### config.mk
export PLATFORM = sky130hd
export DESIGN_NAME = ser_irq_ctrl
export DESIGN_NICKNAME = d
export VERILOG_FILES = /design/src/rtl/ser_irq_pkg.sv /design/src/rtl/ser_irq_txrdy.sv /design/src/rtl/ser_irq_sticky.sv /design/src/rtl/ser_irq_mask.sv /design/src/rtl/ser_irq_ctrl.sv
export SDC_FILE = /design/constraint.sdc
export NUM_CORES = 1
export LEC_CHECK = 0
export BUFFER_PORTS_ARGS = -buffer_cell sky130_fd_sc_hd__buf_2
export CAP_MARGIN = 20
export CORE_ASPECT_RATIO = 1.75
export CORE_MARGIN = 4
export CORE_UTILIZATION = 25
export DETAILED_ROUTE_END_ITERATION = 10
export SLEW_MARGIN = 20
export SYNTH_ARGS = -nofsm -noshare
export SYNTH_HDL_FRONTEND = slang
export SYNTH_SLANG_ARGS = --single-unit
### constraint.sdc
create_clock -name clk_i -period 1.7 [get_ports clk_i]
set_input_delay 0.085 -clock clk_i [delete_from_list [all_inputs] [get_ports clk_i]]
set_output_delay 0.085 -clock clk_i [all_outputs]
set_load 0.02 [all_outputs]
### src/rtl/ser_irq_pkg.sv
package ser_irq_pkg;
  localparam int unsigned NCH  = 2;
  localparam int unsigned SW   = 8;
  localparam int unsigned B_TXA = 0;
  localparam int unsigned B_RXA = 1;
  localparam int unsigned B_DBA = 2;
  localparam int unsigned B_XTL = 3;
  localparam int unsigned B_TXB = 4;
  localparam int unsigned B_RXB = 5;
  localparam int unsigned B_DBB = 6;
  localparam int unsigned B_COS = 7;
  localparam logic [SW-1:0] IER_WMASK = ~(SW'(1) << B_XTL);
endpackage

### src/rtl/ser_irq_txrdy.sv
module ser_irq_txrdy (
  input  logic clk_i,
  input  logic rst_ni,
  input  logic en_i,
  input  logic load_i,
  input  logic xfer_i,
  output logic rdy_o
);
  logic en_q, rdy_q, rdy_d;

  always_comb begin
    if (!en_i)       rdy_d = 1'b0;
    else if (!en_q)  rdy_d = 1'b1;  // first enable: holding reg treated empty
    else if (load_i) rdy_d = 1'b0;
    else if (xfer_i) rdy_d = 1'b1;
    else             rdy_d = rdy_q;
  end

  always_ff @(posedge clk_i or negedge rst_ni) begin
    if (!rst_ni) begin
      en_q  <= 1'b0;
      rdy_q <= 1'b0;
    end else begin
      en_q  <= en_i;
      rdy_q <= rdy_d;
    end
  end

  assign rdy_o = rdy_q;
endmodule

### src/rtl/ser_irq_sticky.sv
module ser_irq_sticky #(
  parameter int unsigned N = 3
) (
  input  logic         clk_i,
  input  logic         rst_ni,
  input  logic [N-1:0] set_i,
  input  logic [N-1:0] clr_i,
  output logic [N-1:0] q_o
);
  logic [N-1:0] q_q;

  for (genvar i = 0; i < N; i++) begin : g_bit
    always_ff @(posedge clk_i or negedge rst_ni) begin
      if (!rst_ni)       q_q[i] <= 1'b0;
      else if (set_i[i]) q_q[i] <= 1'b1;  // set wins
      else if (clr_i[i]) q_q[i] <= 1'b0;
    end
  end

  assign q_o = q_q;
endmodule

### src/rtl/ser_irq_mask.sv
module ser_irq_mask
  import ser_irq_pkg::*;
(
  input  logic          clk_i,
  input  logic          rst_ni,
  input  logic          we_i,
  input  logic [SW-1:0] wdata_i,
  input  logic          stop_i,
  input  logic [SW-1:0] status_i,
  output logic [SW-1:0] ier_o,
  output logic          irq_o
);
  logic [SW-1:0] ier_q;
  logic          irq_q;

  always_ff @(posedge clk_i or negedge rst_ni) begin
    if (!rst_ni) begin
      ier_q <= '0;
      irq_q <= 1'b0;
    end else begin
      if (we_i && !stop_i) ier_q <= wdata_i & IER_WMASK;
      irq_q <= |(status_i & ier_q & IER_WMASK);
    end
  end

  assign ier_o = ier_q;
  assign irq_o = irq_q;
endmodule

### src/rtl/ser_irq_ctrl.sv
module ser_irq_ctrl
  import ser_irq_pkg::*;
(
  input  logic       clk_i,
  input  logic       rst_ni,
  input  logic [1:0] rx_rdy_i,
  input  logic [1:0] dbrk_set_i,
  input  logic [1:0] dbrk_clr_i,
  input  logic       cos_set_i,
  input  logic       cos_clr_i,
  input  logic       xtal_rdy_i,
  input  logic [1:0] tx_en_i,
  input  logic [1:0] tx_load_i,
  input  logic [1:0] tx_xfer_i,
  input  logic       ier_we_i,
  input  logic [7:0] ier_wdata_i,
  input  logic       stop_i,
  output logic [7:0] status_o,
  output logic       irq_o
);
  logic [NCH-1:0] tx_rdy;
  logic [NCH-1:0] rx_q;
  logic           xtal_q;
  logic [NCH:0]   evt_q;   // {cos, dbrk B, dbrk A}
  logic [SW-1:0]  status;
  logic [SW-1:0]  ier_q;

  for (genvar c = 0; c < NCH; c++) begin : g_tx
    ser_irq_txrdy u_txrdy (
      .clk_i  (clk_i),
      .rst_ni (rst_ni),
      .en_i   (tx_en_i[c]),
      .load_i (tx_load_i[c]),
      .xfer_i (tx_xfer_i[c]),
      .rdy_o  (tx_rdy[c])
    );
  end

  ser_irq_sticky #(.N(NCH+1)) u_sticky (
    .clk_i  (clk_i),
    .rst_ni (rst_ni),
    .set_i  ({cos_set_i, dbrk_set_i}),
    .clr_i  ({cos_clr_i, dbrk_clr_i}),
    .q_o    (evt_q)
  );

  always_ff @(posedge clk_i or negedge rst_ni) begin
    if (!rst_ni) begin
      rx_q   <= '0;
      xtal_q <= 1'b0;
    end else begin
      rx_q   <= rx_rdy_i;
      xtal_q <= xtal_rdy_i;
    end
  end

  always_comb begin
    status        = '0;
    status[B_TXA] = tx_rdy[0];
    status[B_RXA] = rx_q[0];
    status[B_DBA] = evt_q[0];
    status[B_XTL] = xtal_q;
    status[B_TXB] = tx_rdy[1];
    status[B_RXB] = rx_q[1];
    status[B_DBB] = evt_q[1];
    status[B_COS] = evt_q[2];
  end

  ser_irq_mask u_mask (
    .clk_i    (clk_i),
    .rst_ni   (rst_ni),
    .we_i     (ier_we_i),
    .wdata_i  (ier_wdata_i),
    .stop_i   (stop_i),
    .status_i (status),
    .ier_o    (ier_q),
    .irq_o    (irq_o)
  );

  assign status_o = status;
endmodule

* After elaboration in Yosys (flattened, before gate mapping)
Index checks and enable logic that the tools add are counted.
** Storage, ports and cells
- Register bits :: 18
- Latch bits :: 0
- Memory bits (writable) :: 0
- Bits in read-only memories :: 0
- Output and inout port bits :: 9
- Logic and storage cells :: 34
- Memories kept :: 0
** Cells by class
- Add/subtract/negate cells :: 0
- Multiply operators :: 0
- Divide/modulo/power cells :: 0
- Magnitude comparators :: 0
- Equal/unequal tests :: 2
- Shifts and indexed selects :: 0
- Mux-type cells :: 14
- Bitwise operators :: 1
- Reductions and logical operators :: 6
** Operators with widths (count)
- 2-to-1 mux 1 bit :: 14
- AND 8 bit :: 1
- inequality test 4 bit, second input constant :: 2
- OR reduction 7 bit :: 1
- nonzero test 2 bit :: 3
- logical AND 1 bit :: 1
- logical NOT 1 bit :: 1

* Longest topological paths before layout
- Word-level depth :: 4
- Gate-level depth with buffers :: 3

* Hierarchy
Synthesis repeated with hierarchy kept, for this count alone.
** Unflattened totals
- Cells, all modules :: 44
- Area total of the unflattened synthesis :: 693.2 um^2
** Modules (own cells, without submodules)
- ser_irq_mask :: times used 1, cells each 23, area an instance 371.6 um^2, seq. area each 200.2 um^2
- ser_irq_txrdy :: times used 2, cells each 4, area an instance 65.1 um^2, seq. area each 50.0 um^2
- ser_irq_sticky :: times used 1, cells each 9, area an instance 108.9 um^2, seq. area each 75.1 um^2
- ser_irq_ctrl :: times used 1, cells each 4, area an instance 82.6 um^2, seq. area each 75.1 um^2

* Worst setup path after synthesis
No wires, ideal clock.
- Path type :: flip-flop to flip-flop
- Start :: register u_sticky.q_q[0] (netlist: u_sticky.q_o[0])
- End :: register u_mask.irq_q (netlist: u_mask.irq_o)
- Arrival time :: 0.870 ns
- Required time :: 1.561 ns
- Path slack :: 0.691 ns
- Stages on the path, launching flop included :: 3
- Clock period less this slack :: 1.009 ns
- Cell sequence :: dfrtp_1 a222oi_1 nand3_1
** Between the ends
- Word-level cells in the longest chain between the ends :: 2
** RTL lines
- start: declaration :: line ser_irq_sticky.sv:10 : logic [N-1:0] q_q;
- start signal: indexed assignment :: line ser_irq_sticky.sv:14 : if (!rst_ni) q_q[i] <= 1'b0;
- start signal: indexed assignment :: line ser_irq_sticky.sv:15 : else if (set_i[i]) q_q[i] <= 1'b1;
- start signal: indexed assignment :: line ser_irq_sticky.sv:16 : else if (clr_i[i]) q_q[i] <= 1'b0;
- AND 8 bit :: line ser_irq_mask.sv:22 : irq_q <= |(status_i & ier_q & IER_WMASK);
- OR reduction 7 bit :: line ser_irq_mask.sv:22
- end signal: assignment :: line ser_irq_mask.sv:22
- end: declaration :: line ser_irq_mask.sv:14 : logic irq_q;
No other way between the ends.
A chain may end at the register's enable or synchronous reset.

* Worst setup path after layout
Ends and elaborated chain as after synthesis.

==> flow_summary_export.csv <==
group,metric,value,unit
sta,slew_headroom,73.7,%
cts,insertion_delay,0.24,ns
cts,root_buffer,"clkbuf_8",
final_layout,diodes,0,
routing,via_count,469,
run,maxCapViolCount,0,
sta,hold_slack,0.0168,ns
global_routing,globalRouteTotalUtil,8.22,%
final_layout,mostFrequentLayoutCells,"buf_2, dfrtp_1, mux2_4",
sta,slew_viol_final,0,
sta,setup-tns-final,0,ns
logic_synthesis,synth_top_area_share,64.6,%
routing,postRouteAntennaNets,0,
pwr,power_density,952,nW/um2
worst_setup_path,cp-start-kind,"flip-flop",
worst_setup_path,worstSetupStartpoint,"u_sticky.q_o[0]$_DFFE_PN0P_",
cts,cts_setup_buffers,0,
logic_synthesis,syn_area,697,um2
logic_synthesis,ys_types,12,
cts,clock_path_buffers,2,
routing,drt-total-wl,1360,um
final_layout,area_growth,39.0,%
sta,finClkSkew,0.00329,ns
die,initial_core_util,25.9,%
die,core,2690,um2
worst_setup_path,end_kind,"flip-flop",
routing,drtIter0Drc,10,
logic_synthesis,ys_ff_latch,18,
sta,rsz0062_at_grt,"no",
sta,fin_crit,0.982,ns
worst_hold_path,holdCritPathClass,"in -> reg",
final_layout,final_common_cell,"buf_2",
global_routing,overflow,0,
sta,worst_pin_slew,0.394,ns
worst_setup_path,path_class,"reg -> reg",
worst_setup_path,crit_fanout,3,
outcome,status,"finished clean",
die,die_area,3730,um2
sta,fin_crit_sh,57.8,%
worst_setup_path,reg2reg_slack,0.72,ns
cts,clk_pin_slew,0.06,ns
worst_setup_path,cp_cell_sequence,"a222oi_1, nand3_1",
worst_setup_path,cp_slowest_cell,"dfrtp_1",
final_layout,drive_above_1_share,54.2,%
pwr,leakagePower,0.000497,uW
worst_setup_path,reg2regPathDepth,2,
global_routing,grt_max_degree,19,
worst_setup_path,r2r-start,"u_sticky.q_o[0]$_DFFE_PN0P_",
final_layout,fillCellCount,277,
sta,setup_viol,0,
die,die_w,47.9,um
logic_synthesis,synth_warnings,0,
logic_synthesis,avgSynthCellArea,15.8,um2
worst_setup_path,crit_buf_inv,0,
global_routing,grt_pass1_wl,2250,um
logic_synthesis,synthTopCellsByArea,"dfrtp_1, mux2_4, a21o_1",
routing,wl_per_cell,12.4,um
worst_setup_path,cp.depth,2,
logic_synthesis,synth_area_leader_cell,"dfrtp_1",
cts,cts_tree,"done",
routing,drc,0,
die,core.rowCount,25,
worst_setup_path,required,1.81,ns
logic_synthesis,synth-seq-area-share,64.6,%
global_routing,antenna_found_initial,0,
die,ios,36,
sta,hold_viol_final,0,
sta,fmax,1.02,GHz
routing,first_pass_iters,4,
worst_setup_path,critPathTopFamily,"flip-flops",
final_layout,finalNetCount,112,
pwr,ir_drop,0.670,mV
routing,vias_per_cell,4.26,
cts,numCtsBuffers,3,
final_layout,seq_area,450,um2
placed_design,io_buffer_count,34,
worst_setup_path,arrival,1.10,ns
cts,cts_sinks,18,
worst_setup_path,cpPeakStageDelay,0.39,ns
worst_setup_path,crit-reg2reg-capture,"u_mask.irq_o$_DFF_PN0_",
final_layout,multi_input_area,201,um2
logic_synthesis,syn_inst,44,
logic_synthesis,syn_nets,71,
cts,cts-htree-levels,1,
placed_design,globalplace.congestion,0.679,
worst_setup_path,endpoint,"u_mask.irq_o$_DFF_PN0_",
global_routing,grt_pass1_vias,506,
die,die_h,77.8,um
cell type report:
cell class / count / share of cell area (%)
multi-input combinational: 19 / 20.8
sequential: 18 / 46.5
clock buffer: 3 / 4.26
timing repair buffer: 40 / 23.8
inverter: 3 / 1.16
tap: 27 / 3.49
cells in the mapped netlist:
cell	count
dfrtp_1	18
mux2_4	7
a21o_1	3
buf_4	3
inv_1	3
a21boi_0	2
a22oi_1	2
o21bai_1	2
a222oi_1	1
buf_6	1
nand3_1	1
nor2b_4	1
cell families after synthesis:
logic type	Yosys count	share of synthesized area (%)
multiplexers	7	15.1
buffers and inverters	7	6.46
flip-flops	18	64.6
AO/OA/AOI/OAI	10	11.1
AND/OR/NAND/NOR	2	2.69
routing by layer:
layer	share of wire [%]	track usage, %
met1	42	11.2
met2	48	11.7
met3	9.8	2.78
met4	0.37	3.23
met5	0	0
worst min path at each step:
stage                   from  cells after the start                              to
2_1_floorplan         rst_ni                      0  g_tx[0].u_txrdy.en_q$_DFF_PN0_
3_3_place_gp          rst_ni                      1     u_mask.ier_o[5]$_DFFE_PN0P_
3_5_place_dp          rst_ni                      1     u_mask.ier_o[0]$_DFFE_PN0P_
4_1_cts            cos_set_i                      2     u_sticky.q_o[2]$_DFFE_PN0P_
6_report           cos_set_i                      2     u_sticky.q_o[2]$_DFFE_PN0P_
5_1_grt        dbrk_set_i[1]                      2     u_sticky.q_o[1]$_DFFE_PN0P_
state kept, by name (all words and copies together) (netlist names):
| signal | cells |
|---|---|
| rx_q | 2 |
| u_mask.irq_o | 1 |
| u_mask.ier_o | 7 |
| g_tx.u_txrdy.en_q | 2 |
| g_tx.u_txrdy.rdy_o | 2 |
| u_sticky.q_o | 3 |
| xtal_q | 1 |
where the power goes:
group | switching, uW | internal [uW]
sequential | 21.9 | 470
clock | 123 | 157
combinational | 61.1 | 88.5
total | 206 | 716
per-stage QoR:
| stage | power [uW] | cells | instance area [um2] | utilization, % | worst slack, ns |
|---|---|---|---|---|---|
| floorplan | 586 | 44 | 697 | - | 0.691 |
| global placement | 637 | 101 | 867 | 32.2 | 0.708 |
| detailed placement | 643 | 101 | 867 | 32.2 | 0.688 |
| CTS | 941 | 110 | 968 | 36.0 | 0.684 |
| global route | 979 | 110 | 968 | 36.0 | 0.575 |
| finish | 922 | 110 | 968 | 36.0 | 0.718 |
repair_timing:
action | 4_1_cts | 5_1_grt
hold endpoints to repair | 23 | 0
resized for setup | 0 | 0
hold buffers | 6 | 0
(Power assumes the default switching activity.)
